File: config.mk
export PLATFORM = sky130hd
export DESIGN_NAME = uart_irq_ident
export DESIGN_NICKNAME = d
export VERILOG_FILES = /design/src/rtl/uart_irq_ident.sv
export SDC_FILE = /design/constraint.sdc
export NUM_CORES = 1
export LEC_CHECK = 0
export ABC_AREA = 1
export BUFFER_PORTS_ARGS = -buffer_cell sky130_fd_sc_hd__buf_4
export CAP_MARGIN = 20
export CORE_MARGIN = 4
export CORE_UTILIZATION = 30
export DETAILED_ROUTE_END_ITERATION = 16
export GPL_TIMING_DRIVEN = 0
export PLACE_DENSITY = 0.64
export REMOVE_ABC_BUFFERS = 1
export SLEW_MARGIN = 10
export SYNTH_ARGS = -nofsm -noshare
export SYNTH_HDL_FRONTEND = slang
export SYNTH_SLANG_ARGS = --single-unit
File: constraint.sdc
create_clock -name clk -period 1.1 [get_ports clk]
set_input_delay 0 -clock clk [delete_from_list [all_inputs] [get_ports clk]]
set_output_delay 0 -clock clk [all_outputs]
set_load 0.02 [all_outputs]
File: src/rtl/uart_irq_ident.sv
module uart_irq_ident (
  input  logic       clk,
  input  logic       rst_n,
  input  logic [3:0] irq_en,
  input  logic       fifo_mode,
  input  logic       fifo_big,
  input  logic       out2,
  input  logic       rx_ready,
  input  logic       rx_timeout,
  input  logic       line_err,
  input  logic       tx_empty,
  input  logic       ident_rd,
  input  logic       line_rd,
  input  logic       modem_rd,
  input  logic       data_rd,
  input  logic       tx_wr,
  input  logic       cts_n,
  input  logic       dsr_n,
  input  logic       ri_n,
  input  logic       dcd_n,
  output logic       irq,
  output logic [7:0] ident,
  output logic [7:0] modem_stat
);

  logic [3:0] pin_q, delta;
  logic       ls_pend, to_pend, tx_pend;
  logic       thre_q, fifo_q, rd_q;
  logic [2:0] code;
  logic       pend;

  wire [3:0] pins = {dcd_n, ri_n, dsr_n, cts_n};
  wire [3:0] chg  = {pins[3] ^ pin_q[3], pins[2] & ~pin_q[2],
                     pins[1] ^ pin_q[1], pins[0] ^ pin_q[0]};
  wire tx_set = (tx_empty & ~thre_q) | (fifo_mode & ~fifo_q & tx_empty);
  wire tx_clr = tx_wr | (ident_rd & ~rd_q & (ident[3:0] == 4'b0010));

  always_comb begin
    pend = 1'b1;
    code = 3'b000;
    if (irq_en[2] && ls_pend)                     code = 3'b011;
    else if (irq_en[0] && fifo_mode && to_pend)   code = 3'b110;
    else if (irq_en[0] && rx_ready)               code = 3'b010;
    else if (irq_en[1] && tx_pend)                code = 3'b001;
    else if (irq_en[3] && (|delta))               code = 3'b000;
    else                                          pend = 1'b0;
  end

  wire [7:0] live = {{2{fifo_mode}}, fifo_mode & fifo_big, 1'b0, code, ~pend};

  always_ff @(posedge clk) begin
    if (!rst_n) begin
      pin_q   <= 4'hF;
      delta   <= 4'h0;
      ls_pend <= 1'b0;
      to_pend <= 1'b0;
      tx_pend <= 1'b0;
      thre_q  <= 1'b1;
      fifo_q  <= 1'b0;
      rd_q    <= 1'b0;
      ident   <= 8'h01;
    end else begin
      pin_q   <= pins;
      delta   <= chg | (modem_rd ? 4'h0 : delta);
      ls_pend <= line_err | (ls_pend & ~line_rd);
      to_pend <= fifo_mode & (rx_timeout | (to_pend & ~data_rd));
      tx_pend <= tx_set | (tx_pend & ~tx_clr);
      thre_q  <= tx_empty;
      fifo_q  <= fifo_mode;
      rd_q    <= ident_rd;
      if (!ident_rd) ident <= live;
    end
  end

  assign irq        = out2 & pend;
  assign modem_stat = {~pins, delta};

  AST_IDENT_FROZEN: assert property (@(posedge clk) disable iff (!rst_n)
    ident_rd |=> $stable(ident));
  AST_NO_TIMEOUT_OUTSIDE_FIFO: assert property (@(posedge clk) disable iff (!rst_n)
    !fifo_mode |=> !to_pend);
  AST_LINE_LATCH: assert property (@(posedge clk) disable iff (!rst_n)
    line_err |=> ls_pend);
  AST_TX_WRITE_CLEARS: assert property (@(posedge clk) disable iff (!rst_n)
    (tx_wr && !tx_set) |=> !tx_pend);
  AST_MODEM_READ_CLEARS: assert property (@(posedge clk) disable iff (!rst_n)
    (modem_rd && chg == 4'h0) |=> (modem_stat[3:0] == 4'h0));
  AST_IRQ_HAS_SOURCE: assert property (@(posedge clk) disable iff (!rst_n)
    irq |-> (ls_pend || rx_ready || to_pend || tx_pend || (|delta)));

endmodule

# Word-level counts from Yosys, hierarchy flattened
# Cells that the tools add are included.
dict set report word_totals {
  n_memories 0
  latch_bits 0
  output_inout_bits 17
  mem_bits_rw 0
  mem_bits_ro 0
  ff_bits 20
  word_cells 57
}
dict set report classes {
  div_mod_pow 0
  n_mux 10
  reduce_logical 7
  eq_ne 1
  n_shift 0
  n_bitwise 30
  multipliers 0
  add_sub_neg 0
  magnitude_cmp 0
}
# op n
set ops {}
lappend ops {{AND 1 bit} 12}
lappend ops {{inverter 1 bit} 8}
lappend ops {{logical AND 1 bit} 6}
lappend ops {{2-to-1 mux 1 bit} 6}
lappend ops {{2-to-1 mux 3 bit} 2}
lappend ops {{bitwise OR 1 bit} 5}
lappend ops {{equality test 4 x 2 -> 1 bit, second input constant} 1}
lappend ops {{2-to-1 mux 4 bit} 1}
lappend ops {{inverter 4 bit} 1}
lappend ops {{bitwise OR 4 bit} 1}
lappend ops {{OR reduction 4 bit} 1}
lappend ops {{XOR 1 bit} 3}
lappend ops {{2-to-1 mux 2 bit} 1}

# Longest topological paths before layout
dict set report depth {
  depth_word 8
  depth_mapped 5
}

# Worst setup path after synthesis
# Ideal clock, no wire load.
dict set report synth_path {
  path_type {register to output}
  startpoint {reg delta[2]}
  endpoint {out irq}
  path_slack_ns 0.192
  stages_incl_launch_ff 6
  t_required_ns 1.100
  arrival_time_ns 0.908
  path_cell_list {dfxtp_1 nor2_1 nand2_1 nand2_1 nand3_2 and2_1}
}
dict set report synth_via {
  elab_chain_cells 8
}
# item line_no
set synth_rtl {}
lappend synth_rtl {{start, declared} 26} ;# logic [3:0] pin_q, delta;
lappend synth_rtl {{start signal, assigned} 64} ;# delta <= chg | (modem_rd ? 4'h0 : delta);
lappend synth_rtl {{OR reduction 4 bit} 45} ;# else if (irq_en[3] && (|delta)) code = 3'b000;
lappend synth_rtl {{logical AND 1 bit} 45}
lappend synth_rtl {{2-to-1 mux 1 bit} 45}
lappend synth_rtl {{2-to-1 mux 1 bit} 44} ;# else if (irq_en[1] && tx_pend) code = 3'b001;
lappend synth_rtl {{2-to-1 mux 1 bit} 43} ;# else if (irq_en[0] && rx_ready) code = 3'b010;
lappend synth_rtl {{2-to-1 mux 1 bit} 42} ;# else if (irq_en[0] && fifo_mode && to_pend) code = 3'b110;
lappend synth_rtl {{2-to-1 mux 1 bit} 41} ;# if (irq_en[2] && ls_pend) code = 3'b011;
lappend synth_rtl {{AND 1 bit} 75} ;# assign irq = out2 & pend;
lappend synth_rtl {{end, declared} 21} ;# output logic irq,
# Every way passes these cells.

# Worst setup path in the final report
dict set report layout_path {
  startpoint {reg ls_pend}
  endpoint {out irq}
}
dict set report layout_via {
  elab_chain_cells 3
}
# item line_no
set layout_rtl {}
lappend layout_rtl {{start, declared} 27} ;# logic ls_pend, to_pend, tx_pend;
lappend layout_rtl {{start signal, assigned} 65} ;# ls_pend <= line_err | (ls_pend & ~line_rd);
lappend layout_rtl {{logical AND 1 bit} 41}
lappend layout_rtl {{2-to-1 mux 1 bit} 41}
lappend layout_rtl {{AND 1 bit} 75}
# Every way passes these cells.

==> impl_metrics.json <==
{
  "status": "finished, violations left",
  "violations": "setup timing",
  "ys_warn_count": 0,
  "crit_arrival_ns": 1.22,
  "htreeDepth": 1,
  "path_cells": "nand2_2, inv_4, nor2_4, nand3_2, and2_4, buf_6",
  "die_area_mm2": 0.00354,
  "cts_sinks": 20,
  "setup_viol": 1,
  "required_ns": 1.10,
  "fin_ws_ns": -0.124,
  "die_x_um": 59.5,
  "syn-cell-area_um2": 795,
  "viasPerCell": 4.38,
  "drive_above_1_share": 0.379,
  "period_share": 1.11,
  "io_buffers": 37,
  "nNetsFinal": 185,
  "antenna_left": 0,
  "antenna_found_initial": 0,
  "power.density_mw_per_mm2": 1100,
  "power_leakage_nw": 0.688,
  "cp_num_cells": 6,
  "dr.pass1.iters": 4,
  "area_growth_pct": 69.9,
  "crit_path_start_kind": "register",
  "grt.met2_usage": 0.253,
  "clockRootBuffer": "clkbuf_4",
  "finalWeightedCongestion": 0.758,
  "insertedDiodeCount": 0,
  "cap_violations": 0,
  "p_sw_frac": 0.263,
  "cts_tree": "yes",
  "syn_inst": 101,
  "cts_buffer_depth": 2,
  "power_frac_clock": 0.220,
  "clock_latency_ns": 0.29,
  "final_common_cell": "buf_4",
  "ir_drop_uv": 758,
  "grt_usage": 0.138,
  "ios": 39,
  "layout_min_cycle_time_ns": 1.22,
  "met1_usage": 0.160,
  "top_usage_layer": "met2",
  "wl_per_cell_um": 11.1,
  "grt_pass1_wl_um": 3750,
  "fmax_ghz": 0.817,
  "final_cell_mix": "buf_4 (40), dlygate4sd3_1 (19), nand2_1 (18)",
  "intPower_w": 0.00109,
  "crit_path_max_fanout": 2,
  "drt_iter0_markers": 11,
  "finalHoldViolCount": 0,
  "slew_viol_final": 0,
  "die_h_um": 59.5,
  "numCtsBuffers": 3,
  "reg2regPathDepth": 4,
  "initial_core_util": 0.318,
  "drc": 0,
  "hpwl_um": 1420,
  "slowest_delay_ns": 0.34,
  "met3_usage": 0.0218,
  "cpMaxStageDelayCell": "dfxtp_2",
  "critical-path-top-delay-family": "simple AND/OR/NAND/NOR gates",
  "row_count": 18,
  "grt_pass1_vias": 872,
  "num_vias": 837,
  "ys_seq_area_frac": 0.504,
  "tns_ns": -0.124,
  "ys_ff_latch": 20,
  "grt_overflow_total": 0,
  "avgSynthCellArea_um2": 7.87,
  "finalPower_w": 0.00148,
  "whs_path_depth": 4,
  "clk_pin_slew_ns": 0.10,
  "core-area_mm2": 0.00250,
  "grt_max_degree": 11,
  "postRouteWirelength_um": 2120,
  "crit_path_end_kind": "output pin",
  "p_switching_w": 0.000389,
  "crit_type": "register to output pin",
  "hold_class": "input port to register",
  "combPwrFrac": 0.242,
  "critPathBufInv": 2,
  "p_seq_frac": 0.538,
  "rsz0062_at_grt": "true",
  "synth_cell_types": 23,
  "fin_skew_ns": 0.00198
}
logic make-up (layout without fill, tap and decap cells):
logic type / after synthesis / count (layout) / share of synthesized area
AO/OA/AOI/OAI: 17 / 17 / 0.129
buffers and inverters: 21 / 81 / 0.115
flip-flops: 20 / 20 / 0.504
other: 1 / 1 / 0.00472
AND/OR/NAND/NOR: 42 / 42 / 0.247
cell type report:
type / count / area [um^2]
fill: 217 / 1150
multi-input combinational: 60 / 313
tap: 30 / 37.5
clock buffer: 3 / 22.5
timing repair buffer: 60 / 502
sequential: 20 / 405
inverter: 18 / 70.1
worst reg2reg max path, delay by kind of cell (launching register included):
kind / cells / cell delay [ns]
buf+inv: 2 / 0.17
compound gates: 2 / 0.33
flops: 1 / 0.34
final timing paths:
kind | startpoint | endpoint | slack [ns]
max | ls_pend$_SDFF_PN0_ | irq | -0.12
min | modem_rd | delta[2]$_SDFF_PN0_ | 0.01
max reg2reg | delta[1]$_SDFF_PN0_ | delta[1]$_SDFF_PN0_ | 0.16
min reg2reg | ident[3]$_SDFFE_PN0N_ | ident[3]$_SDFFE_PN0N_ | 0.47
synth_stat cells:
cell | number | share of area
inv_2 | 2 | 0.0095
nand3_1 | 1 | 0.0063
buf_4 | 3 | 0.028
conb_1 | 1 | 0.0047
a31oi_1 | 1 | 0.0079
a21oi_1 | 6 | 0.038
nand3_2 | 2 | 0.025
dfxtp_1 | 20 | 0.50
and2_1 | 1 | 0.0079
nor2_4 | 1 | 0.014
a22o_1 | 3 | 0.033
nand4_1 | 2 | 0.016
or2_1 | 1 | 0.0079
nand2_2 | 1 | 0.0079
clkinv_2 | 1 | 0.0063
nor2_2 | 1 | 0.0079
o21ai_0 | 2 | 0.013
o21ai_1 | 4 | 0.025
nor2_1 | 12 | 0.057
or2_2 | 1 | 0.0079
nand2_1 | 19 | 0.090
inv_1 | 15 | 0.071
a32o_1 | 1 | 0.013
per-stage QoR:
stage               hold WS (ns)   util  std cells  setup slack, ns  cell area [um^2]
finish                    0.0126  0.540        191           -0.124              1350
global route              0.0259  0.540        191           -0.188              1350
CTS                     0.000860  0.538        191           -0.138              1340
detailed placement         0.204  0.435        165            0.121              1090
global placement           0.202  0.435        165            0.136              1090
floorplan                 0.0700      -         98            0.192               772
timing repair:
item	CTS	global route
setup buffers	4	0
setup endpoints to repair	1	1
pin swaps	2	1
hold endpoints to repair	12	0
resized for setup	7	3
hold buffers	19	0
flip-flops by register name (all words and copies together) (netlist names):
register	flops
ls_pend	1
tx_pend	1
ident	6
delta	4
pin_q	4
thre_q	1
rd_q	1
to_pend	1
fifo_q	1
routing by layer:
metal,wire length [um],vias to the layer above
met2,1140,19
met3,86,7
li1,-,432
met4,34,0
met5,0,-
met1,852,379
power groups by stage:
stage | Clock, W | Combinational, W | Sequential, W
2_1_floorplan | 0 | 0.000110 | 0.000834
3_3_place_gp | 0 | 0.000276 | 0.000808
3_5_place_dp | 0 | 0.000280 | 0.000810
4_1_cts | 0.000347 | 0.000354 | 0.000794
5_1_grt | 0.000369 | 0.000391 | 0.000801
6_report | 0.000326 | 0.000358 | 0.000795
Note: power is estimated with default switching activity, not from simulation.
